`src/rtl/mcc_pkg.sv`:
```
`timescale 1ns/1ps
package mcc_pkg;
   localparam int NUM_STAGES = 5;
   localparam int STG_FETCH  = 0;
   localparam int STG_DECODE = 1;
   localparam int STG_EXEC   = 2;
   localparam int STG_MEM    = 3;
   localparam int STG_WB     = 4;

   localparam logic [5:0] OPC_RTYPE = 6'h00;
   localparam logic [5:0] OPC_SLTI  = 6'h0A;
   localparam logic [5:0] OPC_LOAD  = 6'h23;
   localparam logic [5:0] OPC_STORE = 6'h2B;
   localparam logic [5:0] FN_ADD    = 6'h20;

   typedef enum logic [2:0] {
      K_NONE, K_ADD, K_SLTI, K_LOAD, K_STORE
   } kind_e;

   typedef struct packed {
      logic rd_a;
      logic rd_b;
      logic use_alu;
      logic mem_rd;
      logic mem_wr;
      logic reg_wr;
      logic dst_is_rd;
   } ctl_t;
endpackage

```
`src/rtl/mcc_stage_seq.sv`:
```
`timescale 1ns/1ps
module mcc_stage_seq
   import mcc_pkg::*;
#(
   parameter bit ONE_HOT = 1'b1
) (
   input  logic                  clk,
   input  logic                  rst_n,
   output logic [NUM_STAGES-1:0] stage_oh
);
   localparam int CNT_W = $clog2(NUM_STAGES);

   generate
      if (ONE_HOT) begin : g_ring
         logic [NUM_STAGES-1:0] ring_q;
         always_ff @(posedge clk or negedge rst_n) begin
            if (!rst_n) ring_q <= NUM_STAGES'(1);
            else        ring_q <= {ring_q[NUM_STAGES-2:0], ring_q[NUM_STAGES-1]};
         end
         assign stage_oh = ring_q;
      end else begin : g_count
         logic [CNT_W-1:0] cnt_q;
         always_ff @(posedge clk or negedge rst_n) begin
            if (!rst_n)                                cnt_q <= '0;
            else if (cnt_q == CNT_W'(NUM_STAGES - 1))  cnt_q <= '0;
            else                                       cnt_q <= cnt_q + CNT_W'(1);
         end
         always_comb begin
            for (int i = 0; i < NUM_STAGES; i++) stage_oh[i] = (cnt_q == CNT_W'(i));
         end
      end
   endgenerate
endmodule

```
`src/rtl/mcc_decode.sv`:
```
`timescale 1ns/1ps
module mcc_decode
   import mcc_pkg::*;
#(
   parameter int DATA_W = 32
) (
   input  logic [31:0]       instr,
   output kind_e             kind,
   output ctl_t              ctl,
   output logic [4:0]        rs,
   output logic [4:0]        rt,
   output logic [4:0]        rd,
   output logic [DATA_W-1:0] imm_sx
);
   logic [5:0] opc, fn;
   logic [4:0] sh;

   assign opc    = instr[31:26];
   assign rs     = instr[25:21];
   assign rt     = instr[20:16];
   assign rd     = instr[15:11];
   assign sh     = instr[10:6];
   assign fn     = instr[5:0];
   assign imm_sx = {{(DATA_W-16){instr[15]}}, instr[15:0]};

   always_comb begin
      kind = K_NONE;
      ctl  = '0;
      case (opc)
         OPC_RTYPE: if (fn == FN_ADD && sh == 5'd0) begin
            kind          = K_ADD;
            ctl.rd_a      = 1'b1;
            ctl.rd_b      = 1'b1;
            ctl.use_alu   = 1'b1;
            ctl.reg_wr    = 1'b1;
            ctl.dst_is_rd = 1'b1;
         end
         OPC_SLTI: begin
            kind        = K_SLTI;
            ctl.rd_a    = 1'b1;
            ctl.use_alu = 1'b1;
            ctl.reg_wr  = 1'b1;
         end
         OPC_LOAD: begin
            kind        = K_LOAD;
            ctl.rd_a    = 1'b1;
            ctl.use_alu = 1'b1;
            ctl.mem_rd  = 1'b1;
            ctl.reg_wr  = 1'b1;
         end
         OPC_STORE: begin
            kind        = K_STORE;
            ctl.rd_a    = 1'b1;
            ctl.rd_b    = 1'b1;
            ctl.use_alu = 1'b1;
            ctl.mem_wr  = 1'b1;
         end
         default: begin
            kind = K_NONE;
            ctl  = '0;
         end
      endcase
   end
endmodule

```
`src/rtl/mcc_regfile.sv`:
```
`timescale 1ns/1ps
module mcc_regfile #(
   parameter int DATA_W   = 32,
   parameter int NUM_REGS = 32,
   localparam int AW      = $clog2(NUM_REGS)
) (
   input  logic              clk,
   input  logic              rst_n,
   input  logic [AW-1:0]     ra_addr,
   output logic [DATA_W-1:0] ra_data,
   input  logic [AW-1:0]     rb_addr,
   output logic [DATA_W-1:0] rb_data,
   input  logic              we,
   input  logic [AW-1:0]     wa,
   input  logic [DATA_W-1:0] wd
);
   logic [NUM_REGS-1:0][DATA_W-1:0] bank;

   generate
      for (genvar g = 0; g < NUM_REGS; g++) begin : g_reg
         if (g == 0) begin : g_zero
            assign bank[g] = '0;
         end else begin : g_store
            logic [DATA_W-1:0] q;
            always_ff @(posedge clk or negedge rst_n) begin
               if (!rst_n)                        q <= '0;
               else if (we && wa == AW'(g))       q <= wd;
            end
            assign bank[g] = q;
         end
      end
   endgenerate

   assign ra_data = bank[ra_addr];
   assign rb_data = bank[rb_addr];
endmodule

```
`src/rtl/mcc_alu.sv`:
```
`timescale 1ns/1ps
module mcc_alu
   import mcc_pkg::*;
#(
   parameter int DATA_W      = 32,
   parameter bit SLT_VIA_SUB = 1'b1
) (
   input  kind_e             kind,
   input  logic [DATA_W-1:0] a,
   input  logic [DATA_W-1:0] b,
   input  logic [DATA_W-1:0] imm,
   output logic [DATA_W-1:0] y
);
   logic lt;

   generate
      if (SLT_VIA_SUB) begin : g_slt_sub
         logic [DATA_W-1:0] diff;
         assign diff = a - imm;
         assign lt = (a[DATA_W-1] != imm[DATA_W-1]) ? a[DATA_W-1]
                                                    : ((diff >> (DATA_W-1)) != '0);
      end else begin : g_slt_cmp
         assign lt = $signed(a) < $signed(imm);
      end
   endgenerate

   always_comb begin
      case (kind)
         K_ADD:            y = a + b;
         K_SLTI:           y = {{(DATA_W-1){1'b0}}, lt};
         K_LOAD, K_STORE:  y = a + imm;
         default:          y = '0;
      endcase
   end
endmodule

```
`src/rtl/mcc_ctrl.sv`:
```
`timescale 1ns/1ps
module mcc_ctrl
   import mcc_pkg::*;
#(
   parameter int          DATA_W        = 32,
   parameter int          NUM_REGS      = 32,
   parameter int unsigned RESET_PC      = 0,
   parameter bit          ONE_HOT_STAGE = 1'b1,
   parameter bit          SLT_VIA_SUB   = 1'b1,
   localparam int         RA_W          = $clog2(NUM_REGS)
) (
   input  logic                  clk,
   input  logic                  rst_n,
   output logic [NUM_STAGES-1:0] stage_o,
   output logic [DATA_W-1:0]     imem_addr_o,
   input  logic [31:0]           imem_rdata_i,
   output logic                  pc_we_o,
   output logic                  rf_rd_a_o,
   output logic                  rf_rd_b_o,
   output logic                  alu_en_o,
   output logic [DATA_W-1:0]     dmem_addr_o,
   output logic [DATA_W-1:0]     dmem_wdata_o,
   input  logic [DATA_W-1:0]     dmem_rdata_i,
   output logic                  dmem_re_o,
   output logic                  dmem_we_o,
   output logic                  rf_we_o,
   output logic [RA_W-1:0]       rf_waddr_o,
   output logic [DATA_W-1:0]     rf_wdata_o
);
   generate
      if (DATA_W != 32) begin : g_bad_width
         $error("mcc_ctrl: DATA_W must be 32 to match the instruction format");
      end
      if (NUM_REGS < 2 || NUM_REGS > 32 || (1 << RA_W) != NUM_REGS) begin : g_bad_regs
         $error("mcc_ctrl: NUM_REGS must be a power of two from 2 to 32");
      end
      if (RESET_PC % 4 != 0) begin : g_bad_pc
         $error("mcc_ctrl: RESET_PC must be word aligned");
      end
   endgenerate

   logic [NUM_STAGES-1:0] stage;
   logic                  in_fetch, in_dec, in_exe, in_mem, in_wb;
   logic [DATA_W-1:0]     pc_q, a_q, b_q, alu_q, mdr_q;
   logic [31:0]           ir_q;
   kind_e                 kind;
   ctl_t                  ctl;
   logic [4:0]            rs, rt, rd;
   logic [DATA_W-1:0]     imm_sx, ra_data, rb_data, alu_y;
   logic                  wr_en;
   logic [RA_W-1:0]       wr_idx;
   logic [DATA_W-1:0]     wr_val;

   mcc_stage_seq #(.ONE_HOT(ONE_HOT_STAGE)) u_seq (
      .clk      (clk),
      .rst_n    (rst_n),
      .stage_oh (stage)
   );

   assign in_fetch = stage[STG_FETCH];
   assign in_dec   = stage[STG_DECODE];
   assign in_exe   = stage[STG_EXEC];
   assign in_mem   = stage[STG_MEM];
   assign in_wb    = stage[STG_WB];

   mcc_decode #(.DATA_W(DATA_W)) u_dec (
      .instr  (ir_q),
      .kind   (kind),
      .ctl    (ctl),
      .rs     (rs),
      .rt     (rt),
      .rd     (rd),
      .imm_sx (imm_sx)
   );

   assign wr_en  = in_wb & ctl.reg_wr;
   assign wr_idx = ctl.dst_is_rd ? rd[RA_W-1:0] : rt[RA_W-1:0];
   assign wr_val = ctl.mem_rd ? mdr_q : alu_q;

   mcc_regfile #(.DATA_W(DATA_W), .NUM_REGS(NUM_REGS)) u_rf (
      .clk     (clk),
      .rst_n   (rst_n),
      .ra_addr (rs[RA_W-1:0]),
      .ra_data (ra_data),
      .rb_addr (rt[RA_W-1:0]),
      .rb_data (rb_data),
      .we      (wr_en),
      .wa      (wr_idx),
      .wd      (wr_val)
   );

   mcc_alu #(.DATA_W(DATA_W), .SLT_VIA_SUB(SLT_VIA_SUB)) u_alu (
      .kind (kind),
      .a    (a_q),
      .b    (b_q),
      .imm  (imm_sx),
      .y    (alu_y)
   );

   always_ff @(posedge clk or negedge rst_n) begin
      if (!rst_n) begin
         pc_q  <= DATA_W'(RESET_PC);
         ir_q  <= '0;
         a_q   <= '0;
         b_q   <= '0;
         alu_q <= '0;
         mdr_q <= '0;
      end else begin
         if (in_fetch) begin
            ir_q <= imem_rdata_i;
            pc_q <= pc_q + DATA_W'(4);
         end
         if (in_dec && ctl.rd_a)      a_q   <= ra_data;
         if (in_dec && ctl.rd_b)      b_q   <= rb_data;
         if (in_exe && ctl.use_alu)   alu_q <= alu_y;
         if (in_mem && ctl.mem_rd)    mdr_q <= dmem_rdata_i;
      end
   end

   assign stage_o      = stage;
   assign imem_addr_o  = pc_q;
   assign pc_we_o      = in_fetch;
   assign rf_rd_a_o    = in_dec & ctl.rd_a;
   assign rf_rd_b_o    = in_dec & ctl.rd_b;
   assign alu_en_o     = in_exe & ctl.use_alu;
   assign dmem_addr_o  = alu_q;
   assign dmem_wdata_o = b_q;
   assign dmem_re_o    = in_mem & ctl.mem_rd;
   assign dmem_we_o    = in_mem & ctl.mem_wr;
   assign rf_we_o      = wr_en;
   assign rf_waddr_o   = wr_idx;
   assign rf_wdata_o   = wr_val;
endmodule

```
`config.mk`:
```
export PLATFORM = sky130hd
export DESIGN_NAME = mcc_ctrl
export DESIGN_NICKNAME = d
export VERILOG_FILES = /design/src/rtl/mcc_pkg.sv /design/src/rtl/mcc_stage_seq.sv /design/src/rtl/mcc_decode.sv /design/src/rtl/mcc_regfile.sv /design/src/rtl/mcc_alu.sv /design/src/rtl/mcc_ctrl.sv
export SDC_FILE = /design/constraint.sdc
export NUM_CORES = 2
export LEC_CHECK = 0
export BUFFER_PORTS_ARGS = -buffer_cell sky130_fd_sc_hd__buf_2
export CORE_ASPECT_RATIO = 0.9
export CORE_UTILIZATION = 62
export DETAILED_ROUTE_END_ITERATION = 10
export PLACE_DENSITY = 0.8
export SYNTH_ARGS = -nofsm -noshare
export SYNTH_HDL_FRONTEND = slang
export SYNTH_SLANG_ARGS = --single-unit
export TNS_END_PERCENT = 50
```
`constraint.sdc`:
```
create_clock -name clk -period 5.4 [get_ports clk]
set_clock_uncertainty 0.15 [all_clocks]
set_input_delay 0.54 -clock clk [delete_from_list [all_inputs] [get_ports clk]]
set_output_delay 0.54 -clock clk [all_outputs]
set_load 0.02 [all_outputs]
```
==> metrics.txt <==
final setup violation count=0; area delta synth->final=12.64%; clk_lat worst skew=0.73 ns; CP max-delay cell=a2111oi_0; NumNets Final=5481; PD cells=269.5 mW/mm^2; Synth Warn #=0; syn avg cell area=11.56 um^2; Post-Route Setup TNS=0 ns; DPL Wire Length=112700 um; worst path cell trace=nor2_1 > nand4_1 > buf_4 > nand2_1 > o21ai_0 > ha_1 > o211ai_1 > o211ai_1 > or3b_2 > a2111oi_0 > nor3_1 > mux2i_1 > a211oi_1 > a21o_1; Compound-Gate Fraction of Synth Area=about an eighth; R2R cell count=14; multi-input logic area=0.02991 mm^2; Post-CTS Hold Fix Bufs=between 60 and 70; DRT iter0 DRCs=6819; post-synthesis mux area share=24.70%; critical path fanouts, max=47; Final ANT Viol Nets=0; Final Critical Period=4.549 ns; R2R Path Start=ir_q[28]$_DFFE_PN0P_; global placer's final weighted congestion=0.9341; Die X=334.3 um; worst slew pin tran=1.229 ns; CTS tree=yes; CP arrival=5.06 ns; grt ovf=0; cell mode on critical path=o211ai_1; Synth Instances=5328; largest net degree at the start of global routing=155; FF/Latch Area=0.02974 mm^2; first drt pass iteration count=6; most frequent cells in the layout=1177 x dfrtp_1, 737 x a21oi_1, 700 x nor2_1; DRC violations left=0; #FFs+latches synth=1187; upper clock frequency limit=219.9 MHz; worst hold path type=in -> async; crit start category=flip-flop; wire per inst=roughly 29 um; CTS clock-pin slew for the worst setup and hold paths=approximately 0.060 ns; IO Pins=211; outcome=finished, final reports clean; Vias per Instance=7.097; flop2flop setup slack=0.85 ns; Core ar.=0.09833 mm^2; Total Routed Length=194900 um; vias in the first global route=49397; Worst setup EP type=flip-flop; XOR/XNOR Fraction of Synth Area=0.8245%; CTS Buffer Depth=3; CP Class=reg -> reg; area of the die=0.1006 mm^2; CP max stage delay=0.94 ns; sequential-to-total area share from yosys stat=between 40% and 50%; P_leak=30.24 nW; FF-to-FF End=dmem_addr_o[29]$_DFFE_PN0P_; # Post-CTS Setup Buffers=0; initial antenna violation count=8; post-cts repair resize count=0; Final Slew Violations=0; Synth Area in Simple Gates=under 10%; top_reg_cell synth=dfrtp_1; fin crit share=84.23%; ratio of cells with drive above 1 in the final layout=24.71%; commonest non-fill, non-tap cell in the layout=dfrtp_1; Synth cell types=64; Num CTS Buffers=121; EDFF count, synth=0; post-layout util=70.58%; Req. time, crit path=5.91 ns; Final Hold Viols=0; maximum VDD drop=approximately 290 uV; Async SR Flop Fraction=100.0%; max_slew headroom=16.32%; H-tree levels=3; CTS sink count=between 1000 and 1500; post-synthesis adder-cell area fraction=1.324%; Syn Std Cell Area=0.06161 mm^2; Root Buffer=clkbuf_16; Die Span Y=~300 um; Port-buffer cells=208; first-pass GRT wire length=295900 um; Rows=109; number of fill cells in the layout=6115; main combinational cell family by area after synthesis=multiplexers; Via Count=48212; RSZ-0062 raised after global routing=false; initial cell density of the core=62.66%; MaxCap Viol Count=0; Total Routing Usage GR=39.32%
[where the power goes]
group / switching [mW] / internal, mW
sequential: 0 / 8.89
clock: 3.73 / 5.82
combinational: 0.196 / 0.0652
[worst max-delay path, delay by kind of cell, from the launching register on]
family | cells | cell delay (ns)
AND/OR/NAND/NOR | 5 | 1.20
adder cells (fa/ha/maj) | 1 | 0.39
multiplexers | 1 | 0.17
flip-flops | 1 | 0.39
buffers and inverters | 1 | 0.30
AO/OA/AOI/OAI | 6 | 1.86
[flip-flops by register name (all words and copies together) (netlist names)]
signal and count:
a_q 32, dmem_addr_o 32, dmem_wdata_o 32, imem_addr_o 30
ir_q 32, mdr_q 32, u_rf.g.g_store.q 992, u_seq.stage_oh 5
[metal layers]
metal	vias to the layer above	share of wire, %	GRT usage (%)
met5	-	0.034	0
met4	10	5.9	20.92
met3	884	14	14.22
met2	3832	45	58.57
met1	24032	35	50.94
li1	19454	-	-
[cell usage after synthesis (4+ instances only)]
cell      count  area (um^2)
dfrtp_1    1186        29680
a21oi_1     737         3689
nor2_1      701         2631
mux4_2      576        12970
nand2_1     469         1760
o21ai_0     300         1501
clkbuf_1    284         1066
buf_2       139        695.7
o21ai_1     137        685.7
mux2i_1     131         1311
mux2_2       83        934.7
buf_1        75        281.5
ha_1         62        775.7
inv_1        59        221.5
a21o_1       50        375.4
a22o_1       50        437.9
xnor2_1      41        359.1
a21oi_2      28        245.2
nor4_4       22        468.0
nand3_1      18        90.09
xor2_1       17        148.9
nand4_1      14        87.58
and3_1       13        81.33
o31ai_1      13        97.59
buf_6        11        123.9
or4_1        10        75.07
nor3_1        9        45.04
a31oi_1       7        43.79
nor2b_1       7        43.79
a211oi_1      6        45.04
buf_4         6        45.04
o21bai_1      6        45.04
o211ai_1      5        37.54
o21a_1        4        30.03
or2_2         4        25.02
[cell type report]
| cell class | instances | share of cell area (%) |
|---|---|---|
| antenna | 5 | 0.01803 |
| tap | 1332 | 2.401 |
| multi-input combinational | 3565 | 43.10 |
| clock inverter | 58 | 1.415 |
| sequential | 1187 | 42.85 |
| timing repair buffer | 414 | 4.716 |
| inverter | 62 | 0.3353 |
| clock buffer | 170 | 5.165 |
[metrics by stage]
stage	cells	hold WS, ns	power, mW	area (um^2)	worst slack (ns)
global placement	6495	0.2831	9.285	64170	1.081
CTS	6788	0.2932	18.72	69390	0.9249
global route	6788	0.3300	19.08	69390	0.5669
floorplan	5329	0.09441	9.062	61620	1.570
finish	6793	0.3266	18.70	69400	0.8515
detailed placement	6495	0.2780	9.287	64170	1.018
[how the worst max path moves through the flow]
| stage | startpoint | endpoint | slack (ns) |
|---|---|---|---|
| after floorplan | ir_q[28]$_DFFE_PN0P_ | dmem_addr_o[30]$_DFFE_PN0P_ | 1.57 |
| after global placement | ir_q[28]$_DFFE_PN0P_ | dmem_addr_o[29]$_DFFE_PN0P_ | 1.08 |
| after detailed placement | ir_q[28]$_DFFE_PN0P_ | dmem_addr_o[29]$_DFFE_PN0P_ | 1.02 |
| after CTS | ir_q[28]$_DFFE_PN0P_ | rf_wdata_o[12] | 0.92 |
| after global routing | ir_q[28]$_DFFE_PN0P_ | dmem_addr_o[27]$_DFFE_PN0P_ | 0.57 |
| final | ir_q[28]$_DFFE_PN0P_ | dmem_addr_o[29]$_DFFE_PN0P_ | 0.85 |
[cells by family after synthesis]
family,count (synthesis)
xor gates and xnor gates,58
buffers and inverters,577
and+or+nand+nor,1285
muxes,790
other,1
adders and majority gates,64
AOI/OAI and AO/OA,1366
DFF,1187
(Power assumes the default switching activity.)
